File: src/rtl/txser_pkg.sv
package txser_pkg;

   typedef enum logic [1:0] {
      TAG_NONE = 2'd0,
      TAG_DATA = 2'd1,
      TAG_PAR  = 2'd2,
      TAG_SYM  = 2'd3
   } tag_e;

   typedef enum logic [2:0] {
      ST_IDLE,
      ST_LOAD,
      ST_BITS,
      ST_PAR,
      ST_SYM
   } state_e;

endpackage

File: src/rtl/txser_parity.sv
module txser_parity #(
   parameter int DATA_W = 8
) (
   input  logic [DATA_W-1:0] data,
   input  logic              odd,
   input  logic              flip,
   output logic              par
);

   generate
      if (DATA_W < 1) begin : g_bad_width
         $error("txser_parity: DATA_W must be at least 1");
      end
   endgenerate

   // even parity is the XOR of the byte; odd and final-byte invert each complement it
   assign par = (^data) ^ odd ^ flip;

endmodule

File: src/rtl/txser_shift.sv
module txser_shift #(
   parameter int DATA_W    = 8,
   parameter bit LSB_FIRST = 1'b1
) (
   input  logic              clk,
   input  logic              rst_n,
   input  logic              load,
   input  logic [DATA_W-1:0] din,
   input  logic              step,
   output logic              bit_o,
   output logic              last_o
);

   localparam int IDX_W = (DATA_W > 1) ? $clog2(DATA_W) : 1;

   generate
      if (DATA_W < 2) begin : g_bad_width
         $error("txser_shift: DATA_W must be at least 2");
      end
   endgenerate

   logic [DATA_W-1:0] sh_q;
   logic [IDX_W-1:0]  idx_q;

   always_ff @(posedge clk or negedge rst_n) begin
      if (!rst_n) begin
         idx_q <= '0;
      end else if (load) begin
         idx_q <= '0;
      end else if (step) begin
         idx_q <= idx_q + IDX_W'(1);
      end
   end

   assign last_o = (idx_q == IDX_W'(DATA_W - 1));

   generate
      if (LSB_FIRST) begin : g_lsb
         always_ff @(posedge clk or negedge rst_n) begin
            if (!rst_n)     sh_q <= '0;
            else if (load)  sh_q <= din;
            else if (step)  sh_q <= {1'b0, sh_q[DATA_W-1:1]};
         end
         assign bit_o = sh_q[0];
      end else begin : g_msb
         always_ff @(posedge clk or negedge rst_n) begin
            if (!rst_n)     sh_q <= '0;
            else if (load)  sh_q <= din;
            else if (step)  sh_q <= {sh_q[DATA_W-2:0], 1'b0};
         end
         assign bit_o = sh_q[DATA_W-1];
      end
   endgenerate

endmodule

File: src/rtl/txser_symcnt.sv
module txser_symcnt #(
   parameter int SYM_LEN = 4
) (
   input  logic clk,
   input  logic rst_n,
   input  logic clear,
   input  logic step,
   output logic last_o
);

   localparam int CW = (SYM_LEN > 1) ? $clog2(SYM_LEN) : 1;

   generate
      if (SYM_LEN < 1) begin : g_bad_len
         $error("txser_symcnt: SYM_LEN must be at least 1");
      end
   endgenerate

   logic [CW-1:0] cnt_q;

   assign last_o = (cnt_q == CW'(SYM_LEN - 1));

   always_ff @(posedge clk or negedge rst_n) begin
      if (!rst_n)                    cnt_q <= '0;
      else if (clear)                cnt_q <= '0;
      else if (step && last_o)       cnt_q <= '0;
      else if (step)                 cnt_q <= cnt_q + CW'(1);
   end

endmodule

File: src/rtl/txser_top.sv
module txser_top
   import txser_pkg::*;
#(
   parameter int DATA_W    = 8,
   parameter int CNT_W     = 8,
   parameter int SYM_LEN   = 4,
   parameter bit LSB_FIRST = 1'b1
) (
   input  logic              clk,
   input  logic              rst_n,
   input  logic              start,
   input  logic [CNT_W-1:0]  cfg_byte_cnt,
   input  logic              cfg_data_en,
   input  logic              cfg_par_en,
   input  logic              cfg_par_odd,
   input  logic              cfg_par_last_inv,
   input  logic [1:0]        cfg_stop_sel,
   input  logic [DATA_W-1:0] in_data,
   input  logic              in_valid,
   output logic              in_ready,
   input  logic              bit_en,
   output logic              out_valid,
   output logic              out_bit,
   output logic [1:0]        out_tag,
   output logic [1:0]        out_sym,
   output logic              done,
   output logic              err
);

   generate
      if (CNT_W < 1) begin : g_bad_cnt
         $error("txser_top: CNT_W must be at least 1");
      end
   endgenerate

   state_e            st_q, st_d;
   logic [CNT_W-1:0]  rem_q, rem_d;
   logic              den_q, pen_q, podd_q, pinv_q;
   logic [1:0]        stop_q;
   logic              par_q, done_q, err_q;
   logic              accept, fire, fin, err_set, take_start;
   logic              sh_bit, sh_last, sym_last, par_calc;
   state_e            after_byte;
   tag_e              tag;

   assign take_start = (st_q == ST_IDLE) && start;
   assign in_ready   = (st_q == ST_LOAD);
   assign accept     = in_ready && in_valid;
   assign out_valid  = (st_q == ST_BITS) || (st_q == ST_PAR) || (st_q == ST_SYM);
   assign fire       = out_valid && bit_en;

   txser_parity #(.DATA_W(DATA_W)) u_par (
      .data (in_data),
      .odd  (podd_q),
      .flip (pinv_q && (rem_q == CNT_W'(1))),
      .par  (par_calc)
   );

   txser_shift #(.DATA_W(DATA_W), .LSB_FIRST(LSB_FIRST)) u_shift (
      .clk    (clk),
      .rst_n  (rst_n),
      .load   (accept),
      .din    (in_data),
      .step   (fire && (st_q == ST_BITS)),
      .bit_o  (sh_bit),
      .last_o (sh_last)
   );

   txser_symcnt #(.SYM_LEN(SYM_LEN)) u_symcnt (
      .clk    (clk),
      .rst_n  (rst_n),
      .clear  (st_q != ST_SYM),
      .step   (fire),
      .last_o (sym_last)
   );

   // where to go once a byte (and its parity) has been sent
   always_comb begin
      if (rem_q != '0)          after_byte = ST_LOAD;
      else if (stop_q != 2'd0)  after_byte = ST_SYM;
      else                      after_byte = ST_IDLE;
   end

   always_comb begin
      st_d    = st_q;
      rem_d   = rem_q;
      fin     = 1'b0;
      err_set = 1'b0;
      unique case (st_q)
         ST_IDLE: begin
            if (start) begin
               if (cfg_data_en && (cfg_byte_cnt == '0)) begin
                  err_set = 1'b1;
               end else if (cfg_data_en) begin
                  st_d  = ST_LOAD;
                  rem_d = cfg_byte_cnt;
               end else if (cfg_stop_sel != 2'd0) begin
                  st_d = ST_SYM;
               end else begin
                  fin = 1'b1;
               end
            end
         end
         ST_LOAD: begin
            if (accept) begin
               st_d  = ST_BITS;
               rem_d = rem_q - CNT_W'(1);
            end
         end
         ST_BITS: begin
            if (fire && sh_last) begin
               if (pen_q) begin
                  st_d = ST_PAR;
               end else begin
                  st_d = after_byte;
                  fin  = (after_byte == ST_IDLE);
               end
            end
         end
         ST_PAR: begin
            if (fire) begin
               st_d = after_byte;
               fin  = (after_byte == ST_IDLE);
            end
         end
         ST_SYM: begin
            if (fire && sym_last) begin
               st_d = ST_IDLE;
               fin  = 1'b1;
            end
         end
         default: st_d = ST_IDLE;
      endcase
   end

   always_ff @(posedge clk or negedge rst_n) begin
      if (!rst_n) begin
         st_q   <= ST_IDLE;
         rem_q  <= '0;
         den_q  <= 1'b0;
         pen_q  <= 1'b0;
         podd_q <= 1'b0;
         pinv_q <= 1'b0;
         stop_q <= 2'd0;
         par_q  <= 1'b0;
         done_q <= 1'b0;
         err_q  <= 1'b0;
      end else begin
         st_q   <= st_d;
         rem_q  <= rem_d;
         done_q <= fin;
         if (take_start) begin
            den_q  <= cfg_data_en;
            pen_q  <= cfg_par_en;
            podd_q <= cfg_par_odd;
            pinv_q <= cfg_par_last_inv;
            stop_q <= cfg_stop_sel;
            err_q  <= err_set;
         end
         if (accept) begin
            par_q <= par_calc;
         end
      end
   end

   always_comb begin
      unique case (st_q)
         ST_BITS: tag = TAG_DATA;
         ST_PAR:  tag = TAG_PAR;
         ST_SYM:  tag = TAG_SYM;
         default: tag = TAG_NONE;
      endcase
   end

   assign out_tag = tag;
   assign out_bit = (st_q == ST_BITS) ? sh_bit : ((st_q == ST_PAR) ? par_q : 1'b0);
   assign out_sym = (st_q == ST_SYM) ? stop_q : 2'd0;
   assign done    = done_q;
   assign err     = err_q;

   AST_HOLD_ON_STALL: assert property (@(posedge clk) disable iff (!rst_n)
      (out_valid && !bit_en) |=> ($stable(out_bit) && $stable(out_tag)));
   AST_PARITY_NEEDS_ENABLE: assert property (@(posedge clk) disable iff (!rst_n)
      (out_valid && (out_tag == 2'd2)) |-> pen_q);
   AST_ERR_SILENT: assert property (@(posedge clk) disable iff (!rst_n)
      err |-> (!out_valid && !in_ready && !done));
   AST_READY_NEEDS_DATA: assert property (@(posedge clk) disable iff (!rst_n)
      in_ready |-> den_q);
   AST_SYM_CODE_NONZERO: assert property (@(posedge clk) disable iff (!rst_n)
      (out_tag == 2'd3) |-> ((out_sym != 2'd0) && (out_sym == stop_q)));
   AST_DONE_SINGLE: assert property (@(posedge clk) disable iff (!rst_n)
      done |=> !done);
   AST_DONE_IDLE: assert property (@(posedge clk) disable iff (!rst_n)
      done |-> (!out_valid && !in_ready));

endmodule

File: config.mk
export PLATFORM = sky130hd
export DESIGN_NAME = txser_top
export DESIGN_NICKNAME = d
export VERILOG_FILES = /design/src/rtl/txser_pkg.sv /design/src/rtl/txser_parity.sv /design/src/rtl/txser_shift.sv /design/src/rtl/txser_symcnt.sv /design/src/rtl/txser_top.sv
export SDC_FILE = /design/constraint.sdc
export NUM_CORES = 1
export LEC_CHECK = 0
export CELL_PAD_IN_SITES_DETAIL_PLACEMENT = 1
export CELL_PAD_IN_SITES_GLOBAL_PLACEMENT = 1
export CORE_AREA = 2 2 79 81
export DETAILED_ROUTE_END_ITERATION = 8
export DIE_AREA = 0 0 81 83
export PLACE_DENSITY_LB_ADDON = 0.1
export SLEW_MARGIN = 30
export SYNTH_ARGS = -nofsm -noshare
export SYNTH_HDL_FRONTEND = slang
export SYNTH_SLANG_ARGS = --single-unit
File: constraint.sdc
create_clock -name clk -period 3.33 [get_ports clk]
set_input_delay 0.999 -clock clk [delete_from_list [all_inputs] [get_ports clk]]
set_output_delay 0.999 -clock clk [all_outputs]
set_load 0.01 [all_outputs]
==> metrics.md <==
| Metric | Value |
|---|---|
| Vias in the first global route | `1,816` |
| Grt ovf | `0` |
| Fin. max-slew vios | `0` |
| Input/output buffers | `35` |
| Hold endpoint | `pinv_q` |
| Total Wirelength | `5568 um` |
| Synth cell count leaders | `33 x nand2_1, 32 x dfrtp_1, 17 x nor2_1, 15 x o21ai_0` |
| Syn Nets | `245` |
| Top cells by area, synth | `dfrtp_1 40%, nand2_1 6.2%, mux2i_1 4.5%` |
| DRC Markers | `0` |
| Max-capacitance violation count | `0` |
| Status | `complete, no violations` |
| Synth Flop Type | `dfrtp_1` |
| Routed Antenna Nets | `0` |
| Worst path max stage delay | `550 ps` |
| Worst vdd ir | `0.2928 mV` |
| CP Cell Sequence | `nor2_1 > nand2_1 > o21ai_0 > clkdlybuf4s50_1` |
| GRT Overall Usage | `18.07%` |
| Worst Reg-to-Reg Cells | `5` |
| Psw | `0.0008578 W` |
| Flop2flop setup slack | `1370 ps` |
| Pre-CTS WS | `539.3 ps` |
| Reg2reg end | `st_q[0]` |
| Width of the die | `81 um` |
| Initial Util | `34.49%` |
| Asr flop ratio synth | `100.0%` |
| Hold buffers post-CTS | `0` |
| # nets final | `286` |
| Crit path arrival time | `1850 ps` |
| Die ar. | `0.006723 mm^2` |
| Post-layout util | `43.50%` |
| Largest net degree at the start of global routing | `33` |
| Slew @ Worst Pin | `736.1 ps` |
| GP Congestion | `0.8577` |
| Final worst slack | `476.4 ps` |
| Cell area after synthesis | `0.002006 mm^2` |
| Worst rel slew slack | `50.47%` |
| Std-Cell Core Area | `0.005816 mm^2` |
| Post-synth EDFFs | `0` |
| Final setup viols | `0` |
| Worst-path cell with the longest stage delay | `clkdlybuf4s50_1` |
| Warnings, synthesis | `0` |
| Io pins | `36` |
| Worst setup SP type | `register` |
| Synth Register Bits | `32` |
| Pwr Density | `803.3 mW/mm^2` |
| Largest area contributor in the netlist | `dfrtp_1` |
| Hold Startpoint | `pinv_q` |
| RSZ-0062 raised after global routing | `no` |
| First-pass GRT wire length | `9266 um` |
| Fmax | `350.4 MHz` |
| Sequential area share after synthesis | `39.93%` |
| Ratio of cells with drive above 1 in the final layout | `14.17%` |
| Period utilization | `85.69%` |
| Initial antenna violation count | `0` |
| Post-synth cell types | `48` |
| Via Count | `1,738` |
| Root buf cell | `clkbuf_8` |
| Crit-path max FO | `10` |
| Post-Route Skew | `2.355 ps` |
| CTS buffer count | `5` |
| Longest Clk Path Bufs | `2` |
| Mean area per synthesized cell | `9.461 um^2` |
| Post-layout power | `0.002032 W` |
| CTS sink cnt | `32` |
| Final Hold Fails | `0` |
| Crit path kind | `reg2out` |
| Internal power | `0.001175 W` |
| DRT iter0 DRCs | `70` |
| Routed vias/inst | `5.283` |
| Final min period | `2854 ps` |
| CTS tree | `done` |
| FF-to-FF Start | `st_q[0]` |
| WHS Path Cells | `2` |
| DP HPWL | `4211 um` |
| # rows | `28` |
| Sw Ratio | `42.21%` |
| Worst endpoint required time | `2330 ps` |
| Die Y | `83 um` |
| Clk_lat worst skew | `280 ps` |
| Combinational power share | `48.5%` |
| Worst-path clk slew | `70 ps` |
| Min-Delay Path Class | `reg2reg` |
| Clk pwr share | `15.5%` |
| CP endpoint kind | `output port` |
| CTS resizes | `0` |
| Most frequent cell after synthesis | `nand2_1` |
| Seq pwr share | `36.0%` |
| Syn Inst Count | `212` |
| Antenna cell count | `0` |
| Leak pwr | `1.050 nW` |
| Setup_tns | `0 ps` |
| Area Growth Syn to Fin | `26.14%` |
| Mean routed wirelength per cell | `16.92 um` |
| CTS H-tree depth | `2` |
| Post-synth top area share | `39.93%` |
| DRT Pass-1 Iters | `4` |
| Postcts setup bufs | `0` |
==> worst max path at each step <==
stage | slack [ps] | startpoint | depth (start not counted) | to
after floorplan | 1210 | cfg_byte_cnt[6] | 5 | st_q[0]
after global placement | 570 | bit_en | 5 | st_q[0]
after detailed placement | 540 | bit_en | 5 | st_q[0]
after CTS | 460 | st_q[1] | 4 | out_tag[1]
after global routing | 320 | st_q[1] | 4 | out_tag[1]
final | 480 | st_q[1] | 4 | out_tag[1]
==> routing by layer <==
metal	vias to the layer above	part of all wire, %	global-route usage [%]
met4	0	1.7	6.780
met1	851	48	24.74
met3	9	4.0	4.348
met5	-	0	0
li1	834	-	-
met2	44	46	27.35
==> stage by stage <==
step	hold WS, ps	cells	instance area, um^2
after floorplan	445.2	212	2006
after global placement	464.0	321	2440
after CTS	494.3	329	2530
after global routing	522.1	329	2530
final	486.7	329	2530
after detailed placement	477.3	321	2440
==> power groups by stage <==
stage	combinational (W)	sequential [W]	clock, W
5_1_grt	0.00111	0.000756	0.000349
3_5_place_dp	0.000993	0.000735	0
4_1_cts	0.000998	0.000730	0.000330
6_report	0.000986	0.000732	0.000315
2_1_floorplan	0.000745	0.000652	0
3_3_place_gp	0.000981	0.000733	0
==> cells in the final DEF (no fill, tap or decap), types with 2 or more instances in the layout <==
| cell | n |
|---|---|
| nor2_4 | 3 |
| o21ai_1 | 5 |
| and3_1 | 2 |
| xnor2_1 | 8 |
| a311oi_1 | 3 |
| nand2_1 | 33 |
| a22oi_1 | 3 |
| a21oi_1 | 9 |
| nand2b_1 | 2 |
| nand2b_4 | 2 |
| nand3_1 | 4 |
| o2111ai_1 | 2 |
| nor2_1 | 17 |
| dfrtp_1 | 32 |
| a21o_1 | 2 |
| buf_4 | 7 |
| clkbuf_1 | 2 |
| clkdlybuf4s50_1 | 35 |
| clkbuf_8 | 6 |
| nor4_1 | 2 |
| o21ai_0 | 15 |
| a31o_2 | 4 |
| mux2i_1 | 9 |
| inv_1 | 7 |
| nor3_1 | 4 |
| nand4_1 | 6 |
| nor3_2 | 2 |
| nor2b_1 | 3 |
| ha_1 | 6 |
==> worst max-delay path, delay by kind of cell, from the launching register on <==
family / cells / cell delay (ps)
AOI/OAI and AO/OA: 1 / 110
buffers and inverters: 1 / 550
DFF: 1 / 530
and+or+nand+nor: 2 / 370
==> registers in the layout (all words and copies together) (netlist names) <==
register	count
par_q	1
st_q	3
pinv_q	1
done	1
u_shift.sh_q	8
podd_q	1
stop_q	2
pen_q	1
err	1
u_shift.idx_q	3
u_symcnt.cnt_q	2
rem_q	8
==> layout make-up <==
cell class,instances,area [um^2]
multi-input combinational,165,1116
tap,75,93.84
timing repair buffer,42,402.9
clock buffer,8,90.09
sequential,32,800.8
inverter,7,26.28
fill,687,3286
==> logic make-up (layout without fill, tap and decap cells) <==
group,count (synthesis),count (layout),synth area share [%]
AND/OR/NAND/NOR,88,88,24.46
AO/OA/AOI/OAI,51,51,17.72
flip-flops,32,32,39.93
buffers and inverters,15,57,4.429
multiplexers,11,11,5.802
XOR/XNOR,9,9,3.930
adder cells (fa/ha/maj),6,6,3.743
Power figures use the tool's default switching activity.
